<file path="src/rtl/fbc_pkg.sv">
package fbc_pkg;

    // Register offsets (byte addresses of 32-bit words)
    localparam int unsigned OFF_CTRL   = 32'h00;
    localparam int unsigned OFF_WIDTH  = 32'h10;
    localparam int unsigned OFF_HEIGHT = 32'h18;
    localparam int unsigned OFF_STRIDE = 32'h20;
    localparam int unsigned OFF_COLOR  = 32'h28;
    localparam int unsigned OFF_PLANE0 = 32'h30;
    localparam int unsigned OFF_PLANE1 = 32'h3C;

    // Control word bit positions
    localparam int unsigned BIT_START = 0;
    localparam int unsigned BIT_IDLE  = 2;
    localparam int unsigned BIT_AUTO  = 7;

    typedef struct packed {
        logic busy;
        logic start_pend;
        logic auto_rs;
        logic launch;
    } ctrl_state_t;

    function automatic logic is_mapped(input logic [31:0] addr);
        case (addr)
            OFF_CTRL, OFF_WIDTH, OFF_HEIGHT, OFF_STRIDE,
            OFF_COLOR, OFF_PLANE0, OFF_PLANE1: return 1'b1;
            default:                           return 1'b0;
        endcase
    endfunction

endpackage

</file>
<file path="src/rtl/fbc_reg_file.sv">
module fbc_reg_file
    import fbc_pkg::*;
#(
    parameter int ADDR_W     = 8,
    parameter int DATA_W     = 32,
    parameter int DIM_W      = 16,
    parameter int COLOR_W    = 8,
    parameter int PLANE_W    = 32,
    parameter bit TWO_PLANES = 1'b1
) (
    input  logic               clk_i,
    input  logic               rst_ni,
    input  logic               wr_en_i,
    input  logic [ADDR_W-1:0]  wr_addr_i,
    input  logic [DATA_W-1:0]  wr_data_i,
    output logic [DIM_W-1:0]   width_o,
    output logic [DIM_W-1:0]   height_o,
    output logic [DIM_W-1:0]   stride_o,
    output logic [COLOR_W-1:0] color_o,
    output logic [PLANE_W-1:0] plane0_o,
    output logic [PLANE_W-1:0] plane1_o
);

    typedef struct packed {
        logic [DIM_W-1:0]   width;
        logic [DIM_W-1:0]   height;
        logic [DIM_W-1:0]   stride;
        logic [COLOR_W-1:0] color;
        logic [PLANE_W-1:0] plane0;
    } geom_t;

    localparam logic [31:0] WADDR_PAD = 32'(0);

    geom_t       geom_d, geom_q;
    logic [31:0] waddr;

    assign waddr = WADDR_PAD | 32'(wr_addr_i);

    always_comb begin
        geom_d = geom_q;
        if (wr_en_i) begin
            case (waddr)
                OFF_WIDTH:  geom_d.width  = wr_data_i[DIM_W-1:0];
                OFF_HEIGHT: geom_d.height = wr_data_i[DIM_W-1:0];
                OFF_STRIDE: geom_d.stride = wr_data_i[DIM_W-1:0];
                OFF_COLOR:  geom_d.color  = wr_data_i[COLOR_W-1:0];
                OFF_PLANE0: geom_d.plane0 = wr_data_i[PLANE_W-1:0];
                default:    ;
            endcase
        end
    end

    always_ff @(posedge clk_i or negedge rst_ni) begin
        if (!rst_ni) geom_q <= '0;
        else         geom_q <= geom_d;
    end

    assign width_o  = geom_q.width;
    assign height_o = geom_q.height;
    assign stride_o = geom_q.stride;
    assign color_o  = geom_q.color;
    assign plane0_o = geom_q.plane0;

    // Second plane register exists only for semi-planar capable builds
    if (TWO_PLANES) begin : g_plane1
        logic [PLANE_W-1:0] p1_d, p1_q;

        always_comb begin
            p1_d = p1_q;
            if (wr_en_i && (waddr == OFF_PLANE1)) p1_d = wr_data_i[PLANE_W-1:0];
        end

        always_ff @(posedge clk_i or negedge rst_ni) begin
            if (!rst_ni) p1_q <= '0;
            else         p1_q <= p1_d;
        end

        assign plane1_o = p1_q;
    end else begin : g_no_plane1
        assign plane1_o = '0;
    end

endmodule

</file>
<file path="src/rtl/fbc_ctrl_fsm.sv">
module fbc_ctrl_fsm
    import fbc_pkg::*;
(
    input  logic clk_i,
    input  logic rst_ni,
    input  logic ctrl_wr_i,
    input  logic wr_start_i,
    input  logic wr_auto_i,
    input  logic frame_done_i,
    output logic busy_o,
    output logic start_pend_o,
    output logic auto_o,
    output logic frame_start_o
);

    ctrl_state_t st_d, st_q;
    logic        start_eff;
    logic        auto_eff;
    logic        launch;

    always_comb begin
        // A control write in this cycle overrides the stored bits
        start_eff = ctrl_wr_i ? wr_start_i : st_q.start_pend;
        auto_eff  = ctrl_wr_i ? wr_auto_i  : st_q.auto_rs;

        if (st_q.busy) launch = frame_done_i && (start_eff || auto_eff);
        else           launch = start_eff;

        st_d.launch     = launch;
        st_d.start_pend = start_eff && !launch;
        st_d.auto_rs    = auto_eff;
        st_d.busy       = launch || (st_q.busy && !frame_done_i);
    end

    always_ff @(posedge clk_i or negedge rst_ni) begin
        if (!rst_ni) st_q <= '0;
        else         st_q <= st_d;
    end

    assign busy_o        = st_q.busy;
    assign start_pend_o  = st_q.start_pend;
    assign auto_o        = st_q.auto_rs;
    assign frame_start_o = st_q.launch;

endmodule

</file>
<file path="src/rtl/fbc_rd_port.sv">
module fbc_rd_port
    import fbc_pkg::*;
#(
    parameter int ADDR_W  = 8,
    parameter int DATA_W  = 32,
    parameter int DIM_W   = 16,
    parameter int COLOR_W = 8,
    parameter int PLANE_W = 32
) (
    input  logic               clk_i,
    input  logic               rst_ni,
    input  logic               rd_en_i,
    input  logic [ADDR_W-1:0]  rd_addr_i,
    input  logic [DIM_W-1:0]   width_i,
    input  logic [DIM_W-1:0]   height_i,
    input  logic [DIM_W-1:0]   stride_i,
    input  logic [COLOR_W-1:0] color_i,
    input  logic [PLANE_W-1:0] plane0_i,
    input  logic [PLANE_W-1:0] plane1_i,
    input  logic               busy_i,
    input  logic               start_pend_i,
    input  logic               auto_i,
    output logic [DATA_W-1:0]  rd_data_o,
    output logic               rd_valid_o
);

    typedef struct packed {
        logic              valid;
        logic [DATA_W-1:0] data;
    } rd_t;

    rd_t               rd_d, rd_q;
    logic [DATA_W-1:0] word;
    logic [31:0]       raddr;

    assign raddr = 32'(rd_addr_i);

    always_comb begin
        word = '0;
        case (raddr)
            OFF_CTRL: begin
                word[BIT_START] = start_pend_i;
                word[BIT_IDLE]  = !busy_i;
                word[BIT_AUTO]  = auto_i;
            end
            OFF_WIDTH:  word = DATA_W'(width_i);
            OFF_HEIGHT: word = DATA_W'(height_i);
            OFF_STRIDE: word = DATA_W'(stride_i);
            OFF_COLOR:  word = DATA_W'(color_i);
            OFF_PLANE0: word = DATA_W'(plane0_i);
            OFF_PLANE1: word = DATA_W'(plane1_i);
            default:    word = '0;
        endcase

        rd_d.valid = rd_en_i;
        rd_d.data  = rd_en_i ? word : rd_q.data;
    end

    always_ff @(posedge clk_i or negedge rst_ni) begin
        if (!rst_ni) rd_q <= '0;
        else         rd_q <= rd_d;
    end

    assign rd_data_o  = rd_q.data;
    assign rd_valid_o = rd_q.valid;

endmodule

</file>
<file path="src/rtl/fbc_ctrl_regs.sv">
module fbc_ctrl_regs
    import fbc_pkg::*;
#(
    parameter int ADDR_W     = 8,
    parameter int DATA_W     = 32,
    parameter int DIM_W      = 16,
    parameter int COLOR_W    = 8,
    parameter int PLANE_W    = 32,
    parameter bit TWO_PLANES = 1'b1
) (
    input  logic               clk_i,
    input  logic               rst_ni,
    input  logic               bus_wr_en_i,
    input  logic [ADDR_W-1:0]  bus_wr_addr_i,
    input  logic [DATA_W-1:0]  bus_wr_data_i,
    input  logic               bus_rd_en_i,
    input  logic [ADDR_W-1:0]  bus_rd_addr_i,
    output logic [DATA_W-1:0]  bus_rd_data_o,
    output logic               bus_rd_valid_o,
    output logic               frame_start_o,
    input  logic               frame_done_i,
    output logic [DIM_W-1:0]   cfg_width_o,
    output logic [DIM_W-1:0]   cfg_height_o,
    output logic [DIM_W-1:0]   cfg_stride_o,
    output logic [COLOR_W-1:0] cfg_color_o,
    output logic [PLANE_W-1:0] cfg_plane0_o,
    output logic [PLANE_W-1:0] cfg_plane1_o
);

    logic ctrl_wr;
    logic busy;
    logic start_pend;
    logic auto_rs;

    assign ctrl_wr = bus_wr_en_i && (32'(bus_wr_addr_i) == OFF_CTRL);

    fbc_reg_file #(
        .ADDR_W(ADDR_W), .DATA_W(DATA_W), .DIM_W(DIM_W),
        .COLOR_W(COLOR_W), .PLANE_W(PLANE_W), .TWO_PLANES(TWO_PLANES)
    ) i_reg_file (
        .clk_i     (clk_i),
        .rst_ni    (rst_ni),
        .wr_en_i   (bus_wr_en_i),
        .wr_addr_i (bus_wr_addr_i),
        .wr_data_i (bus_wr_data_i),
        .width_o   (cfg_width_o),
        .height_o  (cfg_height_o),
        .stride_o  (cfg_stride_o),
        .color_o   (cfg_color_o),
        .plane0_o  (cfg_plane0_o),
        .plane1_o  (cfg_plane1_o)
    );

    fbc_ctrl_fsm i_ctrl_fsm (
        .clk_i         (clk_i),
        .rst_ni        (rst_ni),
        .ctrl_wr_i     (ctrl_wr),
        .wr_start_i    (bus_wr_data_i[BIT_START]),
        .wr_auto_i     (bus_wr_data_i[BIT_AUTO]),
        .frame_done_i  (frame_done_i),
        .busy_o        (busy),
        .start_pend_o  (start_pend),
        .auto_o        (auto_rs),
        .frame_start_o (frame_start_o)
    );

    fbc_rd_port #(
        .ADDR_W(ADDR_W), .DATA_W(DATA_W), .DIM_W(DIM_W),
        .COLOR_W(COLOR_W), .PLANE_W(PLANE_W)
    ) i_rd_port (
        .clk_i        (clk_i),
        .rst_ni       (rst_ni),
        .rd_en_i      (bus_rd_en_i),
        .rd_addr_i    (bus_rd_addr_i),
        .width_i      (cfg_width_o),
        .height_i     (cfg_height_o),
        .stride_i     (cfg_stride_o),
        .color_i      (cfg_color_o),
        .plane0_i     (cfg_plane0_o),
        .plane1_i     (cfg_plane1_o),
        .busy_i       (busy),
        .start_pend_i (start_pend),
        .auto_i       (auto_rs),
        .rd_data_o    (bus_rd_data_o),
        .rd_valid_o   (bus_rd_valid_o)
    );

endmodule

</file>
<file path="config.mk">
export PLATFORM = sky130hd
export DESIGN_NAME = fbc_ctrl_regs
export DESIGN_NICKNAME = d
export VERILOG_FILES = /design/src/rtl/fbc_pkg.sv /design/src/rtl/fbc_reg_file.sv /design/src/rtl/fbc_ctrl_fsm.sv /design/src/rtl/fbc_rd_port.sv /design/src/rtl/fbc_ctrl_regs.sv
export SDC_FILE = /design/constraint.sdc
export NUM_CORES = 1
export LEC_CHECK = 0
export BUFFER_PORTS_ARGS = -buffer_cell sky130_fd_sc_hd__buf_4
export CAP_MARGIN = 20
export CORE_MARGIN = 2
export CORE_UTILIZATION = 45
export DETAILED_ROUTE_END_ITERATION = 7
export PLACE_DENSITY_LB_ADDON = 0.3
export RECOVER_POWER = 25
export SYNTH_ARGS = -nofsm -noshare
export SYNTH_HDL_FRONTEND = slang
export SYNTH_SLANG_ARGS = --single-unit
</file>
<file path="constraint.sdc">
create_clock -name clk_i -period 1.8 [get_ports clk_i]
set_input_delay 0 -clock clk_i [delete_from_list [all_inputs] [get_ports clk_i]]
set_output_delay 0 -clock clk_i [all_outputs]
set_load 0.02 [all_outputs]
</file>
==> summary.md <==
| Metric | Value |
|---|---|
| Cell variety after synth | 43 |
| Post-CTS Setup Inserts | 0 |
| Crit-path max FO | 3 |
| Syn nets | 591 |
| Met2 Use GR | 0.4118 |
| Hold_ws | 0.06341 ns |
| Critical Path Start Type | primary input |
| Die height | 128.2 um |
| Max-cap violation count | 1 |
| DR WL/cell | 20.01 um |
| Final nets | 845 |
| Commonest cells post-synth | dfrtp_1 (157), mux2_2 (123), nor2_1 (46), clkbuf_1 (23), a221oi_1 (19) |
| Grt ovf | 0 |
| Core area | 15150 sq um |
| Post-Synthesis Cells | 538 |
| Final Non-Filler Cells | 993 |
| Grt peak-use layer | met2 |
| Worst slew pin tran | 1.677 ns |
| Vias | 5526 |
| Initial DRC Count | 242 |
| Skew final | 0.005043 ns |
| Critical path required time | 2.11 ns |
| Drt total wl | 19870 um |
| Layout cells sized above 1 | 0.4932 |
| Final Max Tran Viols | 31 |
| Pwr/cell area | 842.2 nW/um^2 |
| Yosys reg bits | 157 |
| H-Tree Depth | 4 |
| Dpl cells | 926 |
| Largest cells by area after synthesis | dfrtp_1 (57%), mux2_2 (20%), nor2_1 (2.5%) |
| Syn Std Cell Area | 6943 sq um |
| Die Area | 16440 sq um |
| Crit Path Class | primary input to flip-flop |
| Routability congestion estimate from global placement | 0.8372 |
| CTS tree | done |
| CTS Buffer Depth | 2 |
| Largest net degree at the start of global routing | 50 |
| Die Width | 128.2 um |
| Vias in the first global route | 5574 |
| Max Freq | 0.5852 GHz |
| Hold WC Path Type | primary input to flip-flop |
| # setup viols final | 0 |
| Post-DP HPWL | 13420 um |
| Util after Layout | 0.6454 |
| Area after DPL | 8894 sq um |
| Worst-Skew Late Latency | 0.42 ns |
| Final Hold Vio Count | 0 |
| Hold Crit Depth | 4 |
| Comb power frac | 0.132 |
| Crit path capture type | flip-flop |
| Sink Count | 157 |
| Met1 Use GR | 0.3049 |
| Seq/Total Area, Yosys | 0.5659 |
| Most numerous cell in the Yosys netlist | dfrtp_1 |
| Failing checks | capacitance limit, slew limit |
| Area leader, netlist | dfrtp_1 |
| Crit share post-route | 0.9493 |
| Clk pin slew, worst setup/hold paths | 0.06 ns |
| Top FF cell, synth | dfrtp_1 |
| Slew Limit Headroom | -0.1179 |
| Residual DRC | 0 |
| Tot Pwr | 8.233 mW |
| Switching pwr | 2.117 mW |
| Unrepaired setup endpoints after global routing | no |
| Worst reg2reg path depth | 4 |
| I/O Buffers | 206 |
| Post-synth ARST share | 1.000 |
| EDFF count, synth | 0 |
| Worst endpoint data arrival time | 2.02 ns |
| Internal power consumption | 6.117 mW |
| Initial antenna violation count | 0 |
| Static leakage | 4.909 nW |
| Reg power frac | 0.464 |
| Num CTS Buffers | 17 |
| Worst VDD drop | 0.0006271 V |
| Vias per inst | 5.565 |
| Status | finished with violations |
| ANT cells | 0 |
| CTS Root Cell | clkbuf_16 |
| Synthesis-to-layout area growth | 40.80% |
| DRT Pass-1 Iters | 5 |
| M3 GR Usage | 0.04925 |
| Tmin final | 1.709 ns |
| Design area | 9776 sq um |
| Sw Ratio | 0.2571 |
| Mean post-synth cell area | 12.91 sq um |
| # IOs | 207 |
| Antenna Violating Nets Remaining | 0 |
| Initial Util | 0.4584 |
| Global-route wire length before repair | 30150 um |
| Yosys Warn Count | 0 |
| Area share of the largest cell type after synthesis | 0.5659 |
| FP Rows | 45 |
| Clk pwr share | 0.404 |
| GRT Util Overall | 0.2426 |
stage by stage:
step / setup WS [ns] / TNS (ns)
final: 0.09117 / 0
after global routing: 0.03428 / 0
after CTS: 0.05079 / 0
after detailed placement: -0.05516 / -0.6594
after global placement: -0.01167 / -0.1377
after floorplan: 0.001898 / 0
layout make-up:
cell class | count | area, sq um
Clock inverter | 11 | 95.09
Clock buffer | 21 | 450.4
Inverter | 5 | 18.77
Sequential cell | 157 | 3929
Timing Repair Buffer | 268 | 2165
Fill cell | 1160 | 5370
Tap cell | 188 | 235.2
Multi-Input combinational cell | 343 | 2883
kinds of logic (layout without fill, tap and decap cells):
family / Yosys count / count (layout) / share of synthesized area
DFF: 157 / 157 / 0.5659
buffers and inverters: 38 / 305 / 0.02343
and+or+nand+nor: 128 / 128 / 0.1051
AOI/OAI and AO/OA: 80 / 80 / 0.08344
muxes: 135 / 135 / 0.2222
critical path, stage by stage:
cell,delay (ns)
buf_4,0.11
or4_1,0.54
or4b_4,0.55
mux2i_4,0.20
nor2_1,0.07
dlygate4sd3_1,0.55
flip-flops by register name, indices dropped and copies added, names as in the netlist:
name and count:
i_reg_file.plane1_o 32, i_reg_file.plane0_o 32, i_ctrl_fsm.busy_o 1, i_rd_port.rd_data_o 32, i_reg_file.width_o 16, i_ctrl_fsm.start_pend_o 1, i_ctrl_fsm.auto_o 1, i_reg_file.stride_o 16
i_ctrl_fsm.frame_start_o 1, i_rd_port.rd_valid_o 1, i_reg_file.height_o 16, i_reg_file.color_o 8
per-layer routing:
| metal | up-vias | part of all wire | wire (um) |
|---|---|---|---|
| li1 | 2488 | - | - |
| met1 | 2814 | 0.42 | 8354 |
| met2 | 195 | 0.51 | 10070 |
| met3 | 29 | 0.054 | 1067 |
| met4 | 0 | 0.019 | 379 |
| met5 | - | 0 | 0 |
power groups by stage:
stage,combinational (mW),clock [mW],sequential (mW)
detailed placement,1.03,0,3.88
global route,1.16,3.54,3.84
global placement,1.01,0,3.87
CTS,1.10,3.38,3.82
floorplan,0.276,0,4.05
finish,1.08,3.33,3.82
final timing paths:
check / to / start / slack (ns)
worst min register to register: i_rd_port.rd_data_o[16] / i_rd_port.rd_data_o[16] / 0.50
min in group asynchronous: i_rd_port.rd_data_o[19] / rst_ni / 0.40
worst max-delay path: i_ctrl_fsm.start_pend_o / bus_wr_addr_i[1] / 0.09
max in group asynchronous: i_reg_file.color_o[4] / rst_ni / 0.36
worst min-delay path: i_rd_port.rd_data_o[2] / bus_rd_addr_i[2] / 0.06
worst max register to register: i_rd_port.rd_data_o[7] / i_reg_file.color_o[7] / 0.30
layout by cell type, fill, tap and decap left out, types with 3 or more instances in the layout:
master	netlist	routed
clkbuf_16	0	17
clkinv_2	0	4
nor2b_1	11	11
nand2_1	12	12
nand3_1	8	7
dfrtp_1	157	157
clkbuf_1	23	4
o22ai_1	3	3
a22oi_1	8	8
buf_12	0	6
nand2b_1	5	5
and3_1	6	6
mux2_2	123	123
a221o_1	3	3
a21oi_1	10	10
clkinvlp_4	0	6
mux4_2	3	3
o21ai_0	13	13
o211ai_1	6	6
inv_1	4	4
a22o_1	7	7
nand3b_1	17	17
nor3_1	4	3
dlygate4sd3_1	0	35
mux2i_1	9	8
and2_1	4	4
clkbuf_2	0	4
buf_4	2	221
nor2_1	46	46
a221oi_1	19	19
a211oi_1	6	6
repair_timing:
action / in CTS / in global routing
hold buffers: 35 / 0
hold endpoints to repair: 281 / 0
gates resized for setup: 0 / 2
endpoints found under the setup margin: 0 / 1
Power figures use the tool's default switching activity.
